--- src/rtl/tdm_tx_pkg.sv ---
package tdm_tx_pkg;
  typedef enum logic [1:0] {
    ST_IDLE = 2'd0,
    ST_SYNC = 2'd1,
    ST_DLY  = 2'd2,
    ST_DATA = 2'd3
  } tx_state_e;
endpackage

--- src/rtl/tdm_tx_buf.sv ---
module tdm_tx_buf #(
  parameter int WORD_W = 16,
  parameter int DEPTH  = 4
) (
  input  logic                             clk,
  input  logic                             rst_n,
  input  logic                             push,
  input  logic [WORD_W-1:0]                push_data,
  input  logic                             pop,
  output logic [WORD_W-1:0]                head,
  output logic [$clog2(DEPTH+1)-1:0]       count
);
  localparam int AW = (DEPTH > 1) ? $clog2(DEPTH) : 1;
  localparam int CW = $clog2(DEPTH+1);

  logic [WORD_W-1:0] mem_q [DEPTH];
  logic [AW-1:0]     wr_q, wr_d, rd_q, rd_d;
  logic [CW-1:0]     cnt_q, cnt_d;

  function automatic logic [AW-1:0] wrap_inc(input logic [AW-1:0] p);
    return (p == AW'(DEPTH-1)) ? '0 : p + AW'(1);
  endfunction

  always_comb begin
    wr_d  = push ? wrap_inc(wr_q) : wr_q;
    rd_d  = pop  ? wrap_inc(rd_q) : rd_q;
    cnt_d = cnt_q;
    if (push && !pop) cnt_d = cnt_q + CW'(1);
    else if (pop && !push) cnt_d = cnt_q - CW'(1);
  end

  always_ff @(posedge clk or negedge rst_n) begin
    if (!rst_n) begin
      wr_q  <= '0;
      rd_q  <= '0;
      cnt_q <= '0;
    end else begin
      wr_q  <= wr_d;
      rd_q  <= rd_d;
      cnt_q <= cnt_d;
    end
  end

  for (genvar e = 0; e < DEPTH; e++) begin : g_entry
    logic wen;
    assign wen = push && (wr_q == AW'(e));
    always_ff @(posedge clk) begin
      if (wen) mem_q[e] <= push_data;
    end
  end

  assign head  = mem_q[rd_q];
  assign count = cnt_q;
endmodule

--- src/rtl/tdm_tx_framer.sv ---
module tdm_tx_framer
  import tdm_tx_pkg::*;
#(
  parameter int WORD_W = 16,
  parameter int CH_MAX = 4
) (
  input  logic                                   clk,
  input  logic                                   rst_n,
  input  logic [((CH_MAX>1)?$clog2(CH_MAX):1)-1:0] cfg_nch_m1,
  input  logic [$clog2(CH_MAX+1)-1:0]            buf_count,
  input  logic [WORD_W-1:0]                      buf_head,
  output logic                                   buf_pop,
  output logic                                   ser_clk,
  output logic                                   ser_fs_n,
  output logic                                   ser_data,
  output logic                                   busy
);
  localparam int NW = (CH_MAX > 1) ? $clog2(CH_MAX) : 1;
  localparam int CW = $clog2(CH_MAX+1);
  localparam int BW = (WORD_W > 1) ? $clog2(WORD_W) : 1;

  tx_state_e         state_q, state_d;
  logic              ph_q, ph_d;
  logic              sc_q, sc_d;
  logic [BW-1:0]     bit_q, bit_d;
  logic [NW-1:0]     ch_q, ch_d, nf_q, nf_d, nch_eff;
  logic [WORD_W-1:0] sh_q, sh_d;
  logic              clk_q, clk_d, fs_q, fs_d, dat_q, dat_d, busy_q, busy_d;
  logic [CW-1:0]     need;
  logic              frame_ready, go_sync, load, adv;

  assign nch_eff     = (cfg_nch_m1 > NW'(CH_MAX-1)) ? NW'(CH_MAX-1) : cfg_nch_m1;
  assign need        = CW'(nch_eff) + CW'(1);
  assign frame_ready = (buf_count >= need);
  assign adv         = (state_q != ST_IDLE) || frame_ready;

  always_comb begin
    state_d = state_q;
    ph_d    = ph_q;
    sc_d    = sc_q;
    bit_d   = bit_q;
    ch_d    = ch_q;
    nf_d    = nf_q;
    sh_d    = sh_q;
    clk_d   = 1'b0;
    fs_d    = fs_q;
    dat_d   = dat_q;
    go_sync = 1'b0;
    load    = 1'b0;
    if (state_q == ST_IDLE) begin
      go_sync = frame_ready;
    end else if (!ph_q) begin
      ph_d = 1'b1;
    end else begin
      ph_d  = 1'b0;
      clk_d = 1'b1;
      case (state_q)
        ST_SYNC: begin
          if (!sc_q) sc_d = 1'b1;
          else begin
            state_d = ST_DLY;
            fs_d    = 1'b1;
          end
        end
        ST_DLY: begin
          state_d = ST_DATA;
          bit_d   = '0;
          ch_d    = '0;
          load    = 1'b1;
        end
        ST_DATA: begin
          if (bit_q != BW'(WORD_W-1)) begin
            bit_d = bit_q + BW'(1);
            dat_d = sh_q[WORD_W-1];
            sh_d  = sh_q << 1;
          end else if (ch_q != nf_q) begin
            ch_d  = ch_q + NW'(1);
            bit_d = '0;
            load  = 1'b1;
          end else if (frame_ready) begin
            go_sync = 1'b1;
          end else begin
            state_d = ST_IDLE;
            clk_d   = 1'b0;
            dat_d   = 1'b0;
          end
        end
        default: ;
      endcase
    end
    if (load) begin
      dat_d = buf_head[WORD_W-1];
      sh_d  = buf_head << 1;
    end
    if (go_sync) begin
      state_d = ST_SYNC;
      ph_d    = 1'b0;
      sc_d    = 1'b0;
      nf_d    = nch_eff;
      clk_d   = 1'b1;
      fs_d    = 1'b0;
      dat_d   = 1'b0;
    end
    busy_d = (state_d != ST_IDLE);
  end

  always_ff @(posedge clk or negedge rst_n) begin
    if (!rst_n) begin
      state_q <= ST_IDLE;
      ph_q    <= 1'b0;
      sc_q    <= 1'b0;
      bit_q   <= '0;
      ch_q    <= '0;
      nf_q    <= '0;
      sh_q    <= '0;
      clk_q   <= 1'b0;
      fs_q    <= 1'b1;
      dat_q   <= 1'b0;
      busy_q  <= 1'b0;
    end else if (adv) begin
      state_q <= state_d;
      ph_q    <= ph_d;
      sc_q    <= sc_d;
      bit_q   <= bit_d;
      ch_q    <= ch_d;
      nf_q    <= nf_d;
      sh_q    <= sh_d;
      clk_q   <= clk_d;
      fs_q    <= fs_d;
      dat_q   <= dat_d;
      busy_q  <= busy_d;
    end
  end

  assign buf_pop  = load;
  assign ser_clk  = clk_q;
  assign ser_fs_n = fs_q;
  assign ser_data = dat_q;
  assign busy     = busy_q;
endmodule

--- src/rtl/tdm_tx.sv ---
module tdm_tx #(
  parameter int WORD_W = 16,
  parameter int CH_MAX = 4
) (
  input  logic                                     clk,
  input  logic                                     rst_n,
  input  logic [((CH_MAX>1)?$clog2(CH_MAX):1)-1:0] cfg_nch_m1,
  input  logic                                     in_valid,
  input  logic [WORD_W-1:0]                        in_data,
  output logic                                     in_ready,
  output logic                                     ser_clk,
  output logic                                     ser_fs_n,
  output logic                                     ser_data,
  output logic                                     busy
);
  localparam int CW = $clog2(CH_MAX+1);

  logic              push, pop;
  logic [WORD_W-1:0] head;
  logic [CW-1:0]     buf_cnt;

  assign in_ready = (buf_cnt != CW'(CH_MAX));
  assign push     = in_valid && in_ready;

  tdm_tx_buf #(.WORD_W(WORD_W), .DEPTH(CH_MAX)) u_buf (
    .clk       (clk),
    .rst_n     (rst_n),
    .push      (push),
    .push_data (in_data),
    .pop       (pop),
    .head      (head),
    .count     (buf_cnt)
  );

  tdm_tx_framer #(.WORD_W(WORD_W), .CH_MAX(CH_MAX)) u_framer (
    .clk        (clk),
    .rst_n      (rst_n),
    .cfg_nch_m1 (cfg_nch_m1),
    .buf_count  (buf_cnt),
    .buf_head   (head),
    .buf_pop    (pop),
    .ser_clk    (ser_clk),
    .ser_fs_n   (ser_fs_n),
    .ser_data   (ser_data),
    .busy       (busy)
  );
endmodule

--- config.mk ---
export PLATFORM = sky130hd
export DESIGN_NAME = tdm_tx
export DESIGN_NICKNAME = d
export VERILOG_FILES = /design/src/rtl/tdm_tx_pkg.sv /design/src/rtl/tdm_tx_buf.sv /design/src/rtl/tdm_tx_framer.sv /design/src/rtl/tdm_tx.sv
export SDC_FILE = /design/constraint.sdc
export NUM_CORES = 1
export LEC_CHECK = 0
export BUFFER_PORTS_ARGS = -buffer_cell sky130_fd_sc_hd__buf_2
export CAP_MARGIN = 25
export CORE_MARGIN = 3
export CORE_UTILIZATION = 65
export CTS_BUF_LIST = sky130_fd_sc_hd__clkbuf_16
export DETAILED_ROUTE_END_ITERATION = 10
export GPL_TIMING_DRIVEN = 0
export PLACE_DENSITY = 0.85
export SLEW_MARGIN = 10
export SYNTH_ARGS = -nofsm -noshare
export SYNTH_HDL_FRONTEND = slang
export SYNTH_HIERARCHICAL = 1
export SYNTH_SLANG_ARGS = --single-unit
--- constraint.sdc ---
create_clock -name clk -period 4.4 [get_ports clk]
set_input_delay 0.22 -clock clk [delete_from_list [all_inputs] [get_ports clk]]
set_output_delay 0.22 -clock clk [all_outputs]
set_load 0.05 [all_outputs]
Word-level counts from Yosys, hierarchy flattened
Memories as Yosys holds them, arrays and structs flattened.
Index checks and enable logic that the tools add are counted.
{"block": "word_totals", "wordCells": 156, "output_inout_bits": 5, "memories": 1, "inputBits": 21, "regBits": 39, "mem_bits_rw": 64}
{"name": "u_buf.mem_q", "words": 4, "word_bits": 16, "read_ports": 1, "rd_ports_with_merged_regs": 0, "write_ports": 1, "line": "tdm_tx_buf.sv:16", "source": "logic [WORD_W-1:0] mem_q [DEPTH];"}
{"block": "classes", "eq_ne": 18, "n_mux": 78, "add_sub_neg": 7, "n_reduce_logical": 35, "n_lt_le_gt_ge": 2, "bitwise": 1}
{"cell": "2-to-1 mux 16 bit", "count": 8}
{"cell": "OR reduction 16 bit", "count": 3}
{"cell": "2-to-1 mux 1 bit", "count": 47}
{"cell": "2-to-1 mux 2 bit", "count": 15}
{"cell": "nonzero test 2 bit", "count": 10}
{"cell": "AND reduction 5 bit", "count": 3}
{"cell": "AND reduction 6 bit", "count": 2}
{"cell": "== test 2 bit, second input constant", "count": 5}
{"cell": "2-to-1 mux 4 bit", "count": 2}
{"cell": "inequality test 4 bit, second input constant", "count": 2}
{"cell": "one-hot mux 4 bit (2 select lines)", "count": 1}
{"cell": "logical AND 1 bit", "count": 7}
{"cell": "adder 2 x 1 -> 2 bit, second input constant", "count": 3}
{"cell": "2-to-1 mux 3 bit", "count": 2}
{"cell": "one-hot mux 2 bit (3 select lines)", "count": 1}
{"cell": "nonzero test 3 bit", "count": 2}
{"cell": "adder 4 x 1 -> 4 bit, second input constant", "count": 1}
{"cell": "== test 2 x 1 -> 1 bit, second input constant", "count": 2}
{"cell": "logical NOT 2 bit", "count": 2}
{"cell": "inequality test 2 x 1 -> 1 bit, second input constant", "count": 2}
{"cell": "inequality test 2 bit, second input constant", "count": 2}
{"cell": "inequality test 4 x 2 -> 1 bit, second input constant", "count": 1}
{"cell": "one-hot mux 2 bit (2 select lines)", "count": 1}
{"cell": "AND reduction 2 bit", "count": 2}
{"cell": "14 further kinds", "count": 15}

Longest topological paths before layout
{"block": "depth", "ltp_word": 12, "depth_mapped": 12, "ltp_nobuf": 12}

Modules after synthesis
The synthesis kept the hierarchy.
{"module": "tdm_tx_buf", "instances": 1, "cells_each": 119, "area_each_um2": 2752.6}
{"module": "tdm_tx_framer", "instances": 1, "cells_each": 149, "area_each_um2": 1631.6}
{"module": "tdm_tx", "instances": 1, "cells_each": 3, "area_each_um2": 15.0}

Worst setup path before layout
No wires, ideal clock.
{"block": "synth_path", "path_kind": "register -> register", "startpoint": "register u_framer.bit_q[0]", "endpoint": "register u_buf.cnt_q[1] (netlist: u_buf/count[1])", "arrival_time_ps": 2220, "setup_slack_ps": 2055, "path_stages_with_launch": 11, "n_path_buf": 0, "setup_ps": 125, "cell_sequence": "dfrtp_1 > ha_1 > and3_1 > o21ai_1 > a21o_1 > inv_1 > inv_1 > ha_1 > inv_1 > fa_1 > mux2_2"}
{"block": "synth_between", "elab_chain_len": 8}
{"item": "start, declared", "line": "tdm_tx_framer.sv:25", "source": "logic [BW-1:0] bit_q, bit_d;"}
{"item": "start signal, assigned", "line": "tdm_tx_framer.sv:124", "source": "bit_q <= bit_d;"}
{"item": "inequality test 4 bit", "line": "tdm_tx_framer.sv:72", "source": "if (bit_q != BW'(WORD_W-1)) begin"}
{"item": "2-to-1 mux 1 bit", "line": "tdm_tx_framer.sv:72"}
{"item": "one-hot mux 1 bit (2 select lines)", "line": "tdm_tx_framer.sv:57", "source": "case (state_q)"}
{"item": "2-to-1 mux 1 bit", "line": "tdm_tx_framer.sv:52", "source": "end else if (!ph_q) begin"}
{"item": "2-to-1 mux 1 bit", "line": "tdm_tx_framer.sv:50", "source": "if (state_q == ST_IDLE) begin"}
{"item": "via pop", "line": "tdm_tx.sv:18", "source": "logic push, pop;"}
{"item": "logical NOT 1 bit", "line": "tdm_tx_buf.sv:28", "source": "if (push && !pop) cnt_d = cnt_q + CW'(1);"}
{"item": "logical AND 1 bit", "line": "tdm_tx_buf.sv:28"}
{"item": "2-to-1 mux 3 bit", "line": "tdm_tx_buf.sv:28"}
{"item": "via u_buf.cnt_d[1]", "line": "tdm_tx_buf.sv:18", "source": "logic [CW-1:0] cnt_q, cnt_d;"}
{"item": "end signal, assigned", "line": "tdm_tx_buf.sv:40", "source": "cnt_q <= cnt_d;"}
{"item": "end, declared", "line": "tdm_tx_buf.sv:18"}
The timed path passes the listed nets, and every way through them passes these cells.
A chain may end at the register's enable or synchronous reset.

Final worst setup path
Ends and elaborated chain as after synthesis.

==> impl_results.md <==
* Outcome: finished with violations
* Failing checks: hold timing
* GRT overflow at 0
* Arrival @ worst endpoint at 2.94 ns
* Main synth FF type: edfxtp_1
* NumNets Final at 340
* Die X at 88.3 µm
* Area growth syn-to-layout at 11.6%
* Die area at 7790 µm²
* Synth Net Count at 304
* Tcrit/Tclk final at 61.8%
* # hold bufs at CTS at 0
* Setup Fix Bufs, Post-CTS at 0
* # resized after CTS at 0
* IO buf count at 25
* Post-route setup slack at 1.68 ns
* Vias per inst at 6.36
* Worst flop-to-flop path startpoint: u_framer/bit_q[0]$_DFFE_PN0P_
* Rows at 29
* CTS tree: yes
* CTS max path bufs at 2
* Most used cell, CP: inv_1
* CP startpoint kind: flop
* Unrepaired setup endpoints after global routing: false
* Final hold slack at -0.0121 ns
* DRC at 0
* FF-to-FF path depth at 10
* Final hold violations at 37
* R2r setup slk at 1.68 ns
* CTS Buf Count at 9
* Unique cell type count in the Yosys netlist at 50
* Slowest Stage Delay on Critical Path at 0.43 ns
* Pre-antenna DRT Iters at 5
* Initial Util at 68.1%
* Post-synth top area share at 43.7%
* Root buffer cell: clkbuf_16
* Hold Crit Class: in -> async
* Setup crit end kind: flop
* Slowest library cell on the worst path: dfrtp_1
* Worst-path clk slew at 0.07 ns
* VDD IR max at 0.550 mV
* Setup CP Type: reg -> reg
* Design Area, Final at 4910 µm²
* Max Cap Viol at 0
* Sink Count at 102
* First-pass GRT wire length at 12,800 µm
* All-Layer GR Usage at 23.1%
* Initial antenna violation count at 0
* CP required at 4.62 ns
* Placer congestion estimate at 0.797
* Drt initial violations at 186
* Cell-by-cell trace of the critical path: ha_1, and3_1, o21ai_1, a21o_1, inv_1, inv_1, ha_1, inv_1, fa_1, mux2_2
* FMAX at 368 MHz
* Worst R2R End: u_buf/count[1]$_DFFE_PN0P_
* Pre-CTS setup slack at 1.74 ns
* Sum Neg Setup Slack at 0 ns
* Total Power at 3510 µW
* WL final at 8090 µm
* Synthesized area per cell at 16.2 µm²
* Clock latency on the worst-skew pair at 0.34 ns
* Synth area leaders: edfxtp_1 (44%), dfrtp_1 (21%), mux4_1 (4.8%), mux4_2 (4.1%), ha_1 (3.1%)
* Mapped cell area at 4400 µm²
* Most numerous cell in the Yosys netlist: edfxtp_1
* Via count at 2,473
* Vias in the first global route at 2,422
* Ys Warns at 6
* Sequential fraction of the synthesis area at 65.3%
* Crit Path Max Fanout at 6
* Worst rel slew slack at 41.3%
* Cells after Synth at 271
* LEAKAGE at 0.00187 µW
* Vert. Die Dim at 88.3 µm
* Share of cells above drive strength 1 at 27.9%
* Final Critical Period at 2.72 ns
* EDFF count, synth at 64
* Post-place instance area at 4620 µm²
* Drt wl/cell at 20.8 µm
* CTS H-tree lvls at 3
* Synth Register Bits at 102
* Largest net degree at the start of global routing at 39
* Worst Max-Slew Pin Slew at 0.880 ns
* Synth area leader: edfxtp_1
* I/O pins at 26
* Post-DP HPWL at 4990 µm
* PwrDens at 714 nW/µm²
* FILL cells at 364
* Synth top cells by count: edfxtp_1 (64), dfrtp_1 (37), or2_2 (14), inv_1 (12)
* DRT antenna net count at 0
* Total core area at 6460 µm²
* N_diodes at 0
* Max Clock Skew at 0.00597 ns
* Final setup fails at 0
* Final Slew Violations at 0
* Async set-or-reset flop fraction in the synthesized netlist at 37.3%
==> flip-flops by register name, indices dropped and copies added (netlist names) <==
signal / count
u_buf/count: 3
u_framer/ser_clk: 1
u_framer/ch_q: 2
u_framer/sh_q: 15
u_buf/rd_q: 2
u_buf/wr_q: 2
u_framer/ph_q: 1
u_framer/ser_data: 1
u_framer/busy: 1
u_framer/state_q: 2
u_framer/nf_q: 2
u_framer/ser_fs_n: 1
u_framer/bit_q: 4
u_buf/mem_q: 64
u_framer/sc_q: 1
==> power breakdown <==
group	internal [µW]	switching [µW]	total (µW)
Combinational	560	695	1250
Clock	397	360	758
Sequential	1330	168	1490
Total	2280	1220	3510
==> through the flow <==
stage,std cells,utilization [%]
2_1_floorplan,271,-
3_3_place_gp,373,71.5
3_5_place_dp,373,71.5
4_1_cts,389,76.0
5_1_grt,389,76.0
6_report,389,76.0
==> logic make-up after synthesis <==
logic type	Yosys count	synth area share, %
simple gates	58	7.37
fa+ha+maj	12	3.58
buf+inv	22	2.73
compound gates	46	8.39
mux	24	10.9
xor+xnor	7	1.74
flops	102	65.3
==> how the worst max path moves through the flow <==
stage	depth (start not counted)	start	slack, ns	end
5_1_grt	12	u_framer/bit_q[0]$_DFFE_PN0P_	1.52	u_buf/count[2]$_DFFE_PN0P_
3_3_place_gp	10	u_framer/bit_q[0]$_DFFE_PN0P_	1.80	u_buf/count[1]$_DFFE_PN0P_
4_1_cts	10	u_framer/bit_q[0]$_DFFE_PN0P_	1.72	u_buf/count[1]$_DFFE_PN0P_
2_1_floorplan	10	u_framer/bit_q[0]$_DFFE_PN0P_	2.06	u_buf/count[1]$_DFFE_PN0P_
3_5_place_dp	10	u_framer/bit_q[0]$_DFFE_PN0P_	1.74	u_buf/count[1]$_DFFE_PN0P_
6_report	10	u_framer/bit_q[0]$_DFFE_PN0P_	1.68	u_buf/count[1]$_DFFE_PN0P_
==> routing by layer <==
layer / GRT usage, % / part of all wire (%)
met1: 32.9 / 43
met2: 36.3 / 49
met3: 5.49 / 6.1
met4: 6.73 / 1.4
met5: 0 / 0
==> worst max-delay path, delay by kind of cell (launching register included) <==
kind | cells | cell delay (ns)
fa+ha+maj | 3 | 0.86
compound gates | 2 | 0.40
mux | 1 | 0.27
flops | 1 | 0.43
simple gates | 1 | 0.27
buf+inv | 3 | 0.38
==> cells in the final DEF, fill, tap and decap left out, types with 3 or more instances in the layout <==
cell,count
ha_1,11
xnor2_1,3
nor2_1,11
nand2_1,10
o221a_1,10
inv_1,12
and2_1,6
or2_2,14
o221a_2,4
mux4_1,8
mux4_2,8
mux2_2,5
inv_8,3
edfxtp_1,64
dfrtp_1,37
nand4_1,4
clkbuf_16,9
nand3_1,5
buf_2,30
o21ai_0,9
a21oi_1,4
==> cell type report <==
cell class | instances | area (µm²) | area share, %
plain buffers | 10 | 75.1 | 1.53
clock buffers | 9 | 225 | 4.59
clock inverters | 7 | 63.8 | 1.30
inverters | 12 | 45.0 | 0.917
multi-input cells | 147 | 1410 | 28.6
flip-flops and latches | 102 | 2870 | 58.5
well taps | 77 | 96.3 | 1.96
repair buffers | 25 | 125 | 2.55
(Power assumes the default switching activity.)
